$ cat config.mk
export PLATFORM = sky130hd
export DESIGN_NAME = adc_serial_out
export DESIGN_NICKNAME = d
export VERILOG_FILES = /design/src/rtl/aso_pkg.sv /design/src/rtl/aso_edge_sync.sv /design/src/rtl/aso_stage.sv /design/src/rtl/aso_shifter.sv /design/src/rtl/adc_serial_out.sv
export SDC_FILE = /design/constraint.sdc
export NUM_CORES = 1
export LEC_CHECK = 0
export ABC_AREA = 1
export BUFFER_PORTS_ARGS = -buffer_cell sky130_fd_sc_hd__buf_2
export CORE_MARGIN = 2
export CORE_UTILIZATION = 57
export DETAILED_ROUTE_END_ITERATION = 8
export PLACE_DENSITY = 0.79
export SYNTH_ARGS = -nofsm -noshare
export SYNTH_HDL_FRONTEND = slang
export SYNTH_SLANG_ARGS = --single-unit
export TNS_END_PERCENT = 20
$ cat constraint.sdc
create_clock -name clk -period 1.4 [get_ports clk]
set_input_delay 0.21 -clock clk [delete_from_list [all_inputs] [get_ports clk]]
set_output_delay 0.21 -clock clk [all_outputs]
set_load 0.1 [all_outputs]
$ cat src/rtl/aso_pkg.sv
package aso_pkg;

    localparam int WORD_W = 16;
    localparam int CNT_W  = $clog2(WORD_W + 1);

    typedef logic [WORD_W-1:0] word_t;

    typedef struct packed {
        logic clk_ext;
        logic pipelined;
    } mode_t;

    typedef struct packed {
        logic  valid;
        word_t word;
    } word_xfer_t;

    typedef enum logic {
        SH_IDLE  = 1'b0,
        SH_SHIFT = 1'b1
    } sh_state_e;

    // Offset binary to two's complement differs only in the top bit.
    function automatic word_t apply_coding(input word_t ob, input logic twos);
        return {ob[WORD_W-1] ^ twos, ob[WORD_W-2:0]};
    endfunction

endpackage

$ cat src/rtl/aso_edge_sync.sv
module aso_edge_sync #(
    parameter int SYNC_STAGES = 2
) (
    input  logic clk,
    input  logic rst,
    input  logic sclk_in,
    input  logic hold_n,
    output logic sclk_fall,
    output logic hold_fall
);
    logic [SYNC_STAGES-1:0] sync_q;
    logic                   sclk_prev;
    logic                   hold_prev;

    generate
        if (SYNC_STAGES == 1) begin : g_single
            always_ff @(posedge clk) begin
                if (rst) sync_q <= '0;
                else     sync_q <= sclk_in;
            end
        end else begin : g_chain
            always_ff @(posedge clk) begin
                if (rst) sync_q <= '0;
                else     sync_q <= {sync_q[SYNC_STAGES-2:0], sclk_in};
            end
        end
    endgenerate

    always_ff @(posedge clk) begin
        if (rst) begin
            sclk_prev <= 1'b0;
            hold_prev <= 1'b1;
        end else begin
            sclk_prev <= sync_q[SYNC_STAGES-1];
            hold_prev <= hold_n;
        end
    end

    assign sclk_fall = sclk_prev & ~sync_q[SYNC_STAGES-1];
    assign hold_fall = hold_prev & ~hold_n;

    // A synchronised falling edge lasts one master cycle only.
    p_fall_single_r3: assert property (@(posedge clk) disable iff (rst)
        sclk_fall |=> !sclk_fall);

endmodule

$ cat src/rtl/aso_stage.sv
module aso_stage
    import aso_pkg::*;
(
    input  logic       clk,
    input  logic       rst,
    input  mode_t      mode,
    input  logic       code_twos,
    input  logic       res_valid,
    input  word_t      res_data,
    input  logic       hold_fall,
    output word_xfer_t load
);
    word_t coded;
    word_t pend_q;
    logic  pend_v;

    assign coded = apply_coding(res_data, code_twos);

    always_comb begin
        if (mode.pipelined) begin
            load.valid = hold_fall & pend_v;
            load.word  = pend_q;
        end else begin
            load.valid = res_valid;
            load.word  = coded;
        end
    end

    always_ff @(posedge clk) begin
        if (rst) begin
            pend_q <= '0;
            pend_v <= 1'b0;
        end else if (mode.pipelined) begin
            if (res_valid) begin
                pend_q <= coded;
                pend_v <= 1'b1;
            end else if (load.valid) begin
                pend_v <= 1'b0;
            end
        end else begin
            pend_v <= 1'b0;
        end
    end

    // A held word is released once and not again.
    p_pend_consumed_r7: assert property (@(posedge clk) disable iff (rst)
        (mode.pipelined && load.valid && !res_valid) |=> !pend_v);

    // Immediate delivery never leaves a word waiting.
    p_imm_no_pend_r6: assert property (@(posedge clk) disable iff (rst)
        !mode.pipelined |=> !pend_v);

endmodule

$ cat src/rtl/aso_shifter.sv
module aso_shifter
    import aso_pkg::*;
#(
    parameter int CLK_DIV = 4
) (
    input  logic       clk,
    input  logic       rst,
    input  logic       clk_ext,
    input  word_xfer_t load,
    input  logic       sclk_fall,
    output logic       sdata,
    output logic       busy,
    output logic       sclk_out
);
    localparam int HALF = CLK_DIV / 2;
    localparam int PH_W = (CLK_DIV > 1) ? $clog2(CLK_DIV) : 1;

    sh_state_e        state;
    word_t            shreg;
    logic [CNT_W-1:0] bit_cnt;
    logic [PH_W-1:0]  phase;
    logic             step;
    logic             last_ph;

    assign last_ph = (phase == PH_W'(CLK_DIV - 1));
    assign step    = (state == SH_SHIFT) && (clk_ext ? sclk_fall : last_ph);

    always_ff @(posedge clk) begin
        if (rst) begin
            state   <= SH_IDLE;
            shreg   <= '1;
            bit_cnt <= '0;
            phase   <= '0;
        end else if (load.valid) begin
            state   <= SH_SHIFT;
            shreg   <= load.word;
            bit_cnt <= '0;
            phase   <= '0;
        end else begin
            if (state == SH_SHIFT && !clk_ext)
                phase <= last_ph ? '0 : phase + 1'b1;
            if (step) begin
                shreg <= {shreg[WORD_W-2:0], 1'b1};
                if (bit_cnt == CNT_W'(WORD_W - 1)) begin
                    state   <= SH_IDLE;
                    bit_cnt <= '0;
                end else begin
                    bit_cnt <= bit_cnt + 1'b1;
                end
            end
        end
    end

    assign sdata    = shreg[WORD_W-1];
    assign busy     = (state == SH_SHIFT);
    assign sclk_out = !(state == SH_SHIFT && !clk_ext && phase < PH_W'(HALF));

    // Newly loaded word presents its MSB on the next cycle.
    p_load_msb_r3: assert property (@(posedge clk) disable iff (rst)
        load.valid |=> (busy && sdata == $past(load.word[WORD_W-1])));

    // Once idle, the shifter holds nothing but ones.
    p_idle_ones_r4: assert property (@(posedge clk) disable iff (rst)
        (state == SH_IDLE) |-> (shreg == '1));

    // The bit counter never passes the word length.
    p_cnt_range_r10: assert property (@(posedge clk) disable iff (rst)
        busy |-> (bit_cnt < CNT_W'(WORD_W)));

    // The sixteenth shift ends the word.
    p_done_r10: assert property (@(posedge clk) disable iff (rst)
        (step && bit_cnt == CNT_W'(WORD_W - 1) && !load.valid) |=> !busy);

endmodule

$ cat src/rtl/adc_serial_out.sv
module adc_serial_out
    import aso_pkg::*;
#(
    parameter int SYNC_STAGES = 2,
    parameter int CLK_DIV     = 4
) (
    input  logic              clk,
    input  logic              rst,
    input  logic              sel_ext_clk,
    input  logic              sel_pipelined,
    input  logic              code_twos,
    input  logic              hold_n,
    input  logic              res_valid,
    input  logic [WORD_W-1:0] res_data,
    input  logic              sclk_in,
    output logic              sclk_out,
    output logic              sclk_oe,
    output logic              sdata,
    output logic              busy
);
    mode_t      mode;
    word_xfer_t load;
    logic       sclk_fall;
    logic       hold_fall;

    assign mode    = '{clk_ext: sel_ext_clk, pipelined: sel_pipelined};
    assign sclk_oe = ~sel_ext_clk;

    aso_edge_sync #(.SYNC_STAGES(SYNC_STAGES)) u_sync (
        .clk       (clk),
        .rst       (rst),
        .sclk_in   (sclk_in),
        .hold_n    (hold_n),
        .sclk_fall (sclk_fall),
        .hold_fall (hold_fall)
    );

    aso_stage u_stage (
        .clk       (clk),
        .rst       (rst),
        .mode      (mode),
        .code_twos (code_twos),
        .res_valid (res_valid),
        .res_data  (res_data),
        .hold_fall (hold_fall),
        .load      (load)
    );

    aso_shifter #(.CLK_DIV(CLK_DIV)) u_shift (
        .clk       (clk),
        .rst       (rst),
        .clk_ext   (mode.clk_ext),
        .load      (load),
        .sclk_fall (sclk_fall),
        .sdata     (sdata),
        .busy      (busy),
        .sclk_out  (sclk_out)
    );

    // With an outside clock the generated clock never leaves its idle level.
    p_ext_idle_clk_r2: assert property (@(posedge clk) disable iff (rst)
        sel_ext_clk |-> sclk_out);

    // Nothing is pending when not busy and nothing loads: stays idle.
    p_idle_stays_r10: assert property (@(posedge clk) disable iff (rst)
        (!busy && !load.valid) |=> !busy);

endmodule

==> results.json, run 1 <==
{
  "post-synth-top-area-fraction": 0.409,
  "swShare": 0.267,
  "r2r-start": "u_shift.phase[0]$_SDFFE_PP0P_",
  "skew_ns": 0.00886,
  "grt_max_degree": 28,
  "multiInputGateArea_um2": 1140,
  "worstSetupPathType": "flop to primary output",
  "yosysMostFrequentCell": "nand2_1",
  "drc": 0,
  "setup_viol": 0,
  "clk_pin_slew_ns": 0.08,
  "io_buffers": 27,
  "viasPerCell": 5.07,
  "wl_mm": 4.30,
  "instances_no_fill": 399,
  "vias": 2024,
  "grt_use_total": 0.224,
  "rsz0062_at_grt": "true",
  "async_flop_share": 0,
  "place_inst": 390,
  "synth_seq_cells": 45,
  "min_period_over_period": 0.981,
  "nNetsFinal": 376,
  "die_h_um": 66.1,
  "cts_tree": "yes",
  "synthToLayoutAreaGrowth_pct": 15.9,
  "pwr-share-seq": 0.485,
  "required_ns": 1.19,
  "synth_cells": 321,
  "grt_overflow": 0,
  "path_buf_inv": 1,
  "synth_edf_count": 0,
  "wl_per_cell_um": 10.8,
  "yosysSeqAreaShare": 0.409,
  "p_sw_uw": 769,
  "drv_cap": 0,
  "finalMaxSlewViolations": 0,
  "crit_path_start_kind": "flop",
  "status": "finished clean",
  "drt-initial-drc-count": 105,
  "place_area_um2": 2420,
  "internal-power_uw": 2110,
  "final_cell_area_um2": 2550,
  "synth.largest_area_cell": "dfxtp_1",
  "drt_first_pass_iters": 4,
  "relSlewSlack": 0.679,
  "tightest_slew_ns": 0.485,
  "pwr-share-comb": 0.163,
  "critPathMaxStageDelay_ns": 0.40,
  "die_w_um": 66.1,
  "cp-end-kind": "primary output",
  "drive_gt1_frac": 0.234,
  "grt_pass1_vias": 1816,
  "syn_nets": 347,
  "antenna_found_initial": 0,
  "synthTopCellsByCount": "nand2_1 (114), dfxtp_1 (45), nor2_1 (37), nand3_1 (27), o21ai_0 (20)",
  "final_hold_viol_count": 0,
  "regArea_um2": 905,
  "yosys-top-cells-area": "dfxtp_1 (41%), nand2_1 (19%), nor2_1 (6.3%), nand3_1 (6.1%), nand3_2 (4.5%)",
  "clock.fmax_ghz": 0.728,
  "min_period_ns": 1.37,
  "fill_cells": 327,
  "initial_core_util": 0.597,
  "cts_root_buf": "clkbuf_8",
  "p_leak_uw": 0.00125,
  "path_max_fanout": 7,
  "synth_area_um2": 2200,
  "cts_hold_buf": 0,
  "dpl.hpwl_mm": 3.07,
  "crit_chain": "nand2_4 -> or2_4 -> buf_12",
  "critical_path.top_delay_family": "flip-flops",
  "ant_nets": 0,
  "synth_top_flop_cell": "dfxtp_1",
  "yosysWarnings": 0,
  "ir_drop_v": 0.000758,
  "synth.distinct_cells": 21,
  "min-delay-start": "sclk_in",
  "antenna_cells": 0,
  "slowest_stage": "dfxtp_4",
  "insertion_delay_ns": 0.30,
  "holdCritPathClass": "input pin to flop",
  "htreeDepth": 2,
  "die_area_um2": 4370,
  "grt_first_pass_wirelength_mm": 7.62,
  "gp_congestion": 0.785,
  "powerDensity_nw_per_um2": 1130,
  "io_pins": 28,
  "syn_area_per_cell_um2": 6.86,
  "crit_arrival_ns": 1.16,
  "cts_buffers": 5,
  "rows": 22,
  "worstSetupStartpoint": "u_shift.busy$_SDFFE_PP0P_",
  "cts_buffer_depth": 2,
  "design.core.area_um2": 3690,
  "pwr-share-clk": 0.352,
  "cts.sinks": 45,
  "postCtsSetupBuffers": 0,
  "utilization": 0.692
}
[worst paths after layout]
check | endpoint | slack (ns) | depth (start not counted)
max | sclk_out | 0.03 | 3
min | u_sync.sync_q[0]$_SDFF_PP0_ | 0.12 | 3
max reg2reg | u_shift.shreg[10]$_SDFFE_PP1P_ | 0.10 | 7
min reg2reg | u_sync.sync_q[1]$_SDFF_PP0_ | 0.41 | 2
[placed cells by master (no fill, tap or decap), drive strengths merged]
cell / synthesis / final
nand3: 37 / 37
bufinv: 0 / 1
o21ai: 20 / 20
nor2: 38 / 38
dfxtp: 45 / 45
ha: 2 / 2
or2: 2 / 2
nand3b: 1 / 1
inv: 21 / 20
clkbuf: 4 / 7
nand2: 128 / 129
a21oi: 12 / 12
buf: 11 / 36
clkinvlp: 0 / 1
[what timing repair did]
item / CTS / global route
gates cloned: 0 / 1
setup endpoints to repair: 1 / 22
hold endpoints to repair: 0 / 0
gates resized for setup: 1 / 3
pin swaps: 0 / 2
[layer usage]
metal,part of all wire,wire length [µm],GRT usage,vias up
met5,0,0,0,-
met4,0.015,63,0.0689,0
met3,0.045,194,0.0630,7
met2,0.46,1990,0.379,39
met1,0.48,2050,0.274,915
li1,-,-,-,1063
[through the flow]
step	setup WS (ns)	power, µW	TNS [ns]	hold slack (ns)
floorplan	-0.0957	1780	-0.953	0.317
global placement	0.106	1880	0	0.394
detailed placement	0.0385	1890	0	0.398
CTS	0.0133	2900	0	0.110
global route	-0.0102	3020	-0.0102	0.114
finish	0.0262	2880	0	0.115
[layout make-up]
class                      count  share of cell area
inverter                      21              0.0333
tap                           48              0.0235
sequential                    45               0.355
clock inverter                 1              0.0118
timing repair buffer          36              0.0961
multi-input combinational    241               0.447
clock buffer                   7              0.0338
[power groups by stage]
stage / sequential [µW] / combinational [µW] / clock, µW
floorplan: 1450 / 332 / 0
finish: 1400 / 468 / 1020
global placement: 1420 / 457 / 0
global route: 1410 / 528 / 1090
detailed placement: 1420 / 466 / 0
CTS: 1400 / 467 / 1030
[flip-flops by register name, summed over array words and instances (netlist names)]
register,cells
u_shift.shreg,16
u_stage.pend_q,16
u_shift.bit_cnt,5
u_shift.phase,2
u_sync.sync_q,2
u_shift.busy,1
u_stage.pend_v,1
u_sync.hold_prev,1
u_sync.sclk_prev,1
[cell families after synthesis]
group                    after synthesis  synth area share
AO/OA/AOI/OAI                         32            0.0728
adder cells (fa/ha/maj)                2            0.0114
buffers and inverters                 36            0.0836
flip-flops                            45             0.409
AND/OR/NAND/NOR                      206             0.423
[worst reg2reg max path, delay by kind of cell (launching register included)]
family                   cells  cell delay (ns)
buffers and inverters        1             0.12
AND/OR/NAND/NOR              5             0.51
adder cells (fa/ha/maj)      1             0.22
flip-flops                   1             0.34
(Power assumes the default switching activity.)
==> run 2, diff against run 1 <==
--- a/config.mk
+++ b/config.mk
@@ -10,5 +10,4 @@
 export CORE_MARGIN = 2
-export CORE_UTILIZATION = 57
+export CORE_UTILIZATION = 40
 export DETAILED_ROUTE_END_ITERATION = 8
-export PLACE_DENSITY = 0.79
 export SYNTH_ARGS = -nofsm -noshare
==> constraint.sdc (replaced) <==
create_clock -name clk -period 1.4 [get_ports clk]
set_input_delay 0 -clock clk [delete_from_list [all_inputs] [get_ports clk]]
set_output_delay 0 -clock clk [all_outputs]
set_load 0.1 [all_outputs]
==> results.json, run 2 (synthesis results as in run 1) <==
{
  "skew_ns": 0.00693,
  "nNetsFinal": 393,
  "final_cell_area_um2": 2710,
  "worst_hold_slack_ns": 0.0232,
  "rsz0062_at_grt": "false",
  "cts_root_buf": "clkbuf_8",
  "final_hold_viol_count": 0,
  "use_met3": 0.0379,
  "drt-initial-drc-count": 76,
  "finalMaxSlewViolations": 0,
  "biggestRegsByFlops": "u_shift.shreg (16), u_stage.pend_q (16), u_shift.bit_cnt (5)",
  "required_ns": 1.40,
  "relSlewSlack": 0.674,
  "grt_first_pass_wirelength_mm": 8.60,
  "busiest_layer": "met2",
  "grt_pass1_vias": 2014,
  "drv_cap": 0,
  "antenna_cells": 0,
  "grt_max_degree": 24,
  "grt_use_total": 0.170,
  "die_w_um": 78.2,
  "design.core.area_um2": 5410,
  "mostFrequentLayoutCell": "nand2_1",
  "cts_buffers": 5,
  "cts_buffer_depth": 2,
  "wl_mm": 4.63,
  "wl_per_cell_um": 10.5,
  "crit_path_start_kind": "flop",
  "synthToLayoutAreaGrowth_pct": 23.0,
  "die_h_um": 78.2,
  "worstSetupStartpoint": "u_shift.busy$_SDFFE_PP0P_",
  "setup_viol": 0,
  "tns_ns": 0,
  "initial_core_util": 0.407,
  "htreeDepth": 2,
  "rows": 27,
  "min-delay-start": "res_data[0]",
  "min_period_over_period": 0.944,
  "p_leak_uw": 0.00130,
  "io_buffers": 27,
  "insertion_delay_ns": 0.30,
  "path_max_fanout": 7,
  "grt_overflow": 0,
  "vias": 2076,
  "die_area_um2": 6110,
  "status": "finished clean",
  "place_area_um2": 2420,
  "holdCritPathClass": "input pin to flop",
  "postCtsSetupBuffers": 0,
  "cts_tree": "yes",
  "min_period_ns": 1.32,
  "drive_gt1_frac": 0.217,
  "crit_arrival_ns": 1.32,
  "ir_drop_v": 0.000540,
  "final_cell_mix": "nand2_1 (113), dfxtp_1 (44), nor2_1 (37), nand3_1 (27), buf_2 (27)",
  "drt_first_pass_iters": 6,
  "ant_nets": 0,
  "cts.sinks": 45,
  "r2r-start": "u_shift.phase[0]$_SDFFE_PP0P_",
  "globalRouteMet2Util": 0.295,
  "drc": 0,
  "io_pins": 28,
  "clk_pin_slew_ns": 0.09,
  "powerDensity_nw_per_um2": 1030,
  "gp_congestion": 0.752,
  "cp-end-kind": "primary output",
  "grt_use_met1": 0.213,
  "clock.fmax_ghz": 0.756,
  "antenna_found_initial": 0,
  "worstSetupPathType": "flop to primary output",
  "tightest_slew_ns": 0.493,
  "viasPerCell": 4.72,
  "dpl.hpwl_mm": 3.14
}
run 2: stage by stage:
step           utilization  power (µW)  worst slack (ns)  instances
2_1_floorplan            -        1780            0.0163        321
3_3_place_gp         0.448        1880            0.0882        414
3_5_place_dp         0.448        1890            0.0436        414
4_1_cts              0.500        2820            0.0141        440
5_1_grt              0.501        2950            0.0156        440
6_report             0.501        2780            0.0780        440
run 2: repair_timing:
action                                  in CTS  in global routing
endpoints found under the setup margin       0                 20
endpoints found under the hold margin       20                  0
hold buffers                                18                  0
gates resized for setup                      0                  2
run 2: layout make-up:
type / count / area [µm²]
clock buffers: 7 / 96.3
clock inverters: 1 / 5.00
fillers: 560 / 2700
inverters: 21 / 85.1
multi-input cells: 240 / 1120
flip-flops and latches: 45 / 905
well taps: 72 / 90.1
repair buffers: 54 / 408
run 2: report_power, final:
group / switching, µW / total (µW) / internal (µW)
Combinational: 300 / 499 / 199
Clock: 441 / 888 / 447
Sequential: 39.4 / 1400 / 1360
run 2: path summary, 6_finish.rpt:
path	endpoint	slack, ns	cells after the start
max	sclk_out	0.08	3
min	u_stage.pend_q[0]$_SDFFE_PP0P_	0.02	3
max reg2reg	u_shift.bit_cnt[3]$_SDFFE_PP0P_	0.10	7
min reg2reg	u_sync.sync_q[1]$_SDFF_PP0_	0.40	2
run 2: critical path, cell delays in order (launching register included):
cell and delay, ns:
dfxtp_4 0.38, nand2_1 0.08, or2_2 0.27, buf_2 0.29
run 2: per-layer routing:
layer	wire, µm	up-vias
li1	-	1096
met1	2250	941
met2	2210	37
met3	142	2
met4	23	0
met5	0	-
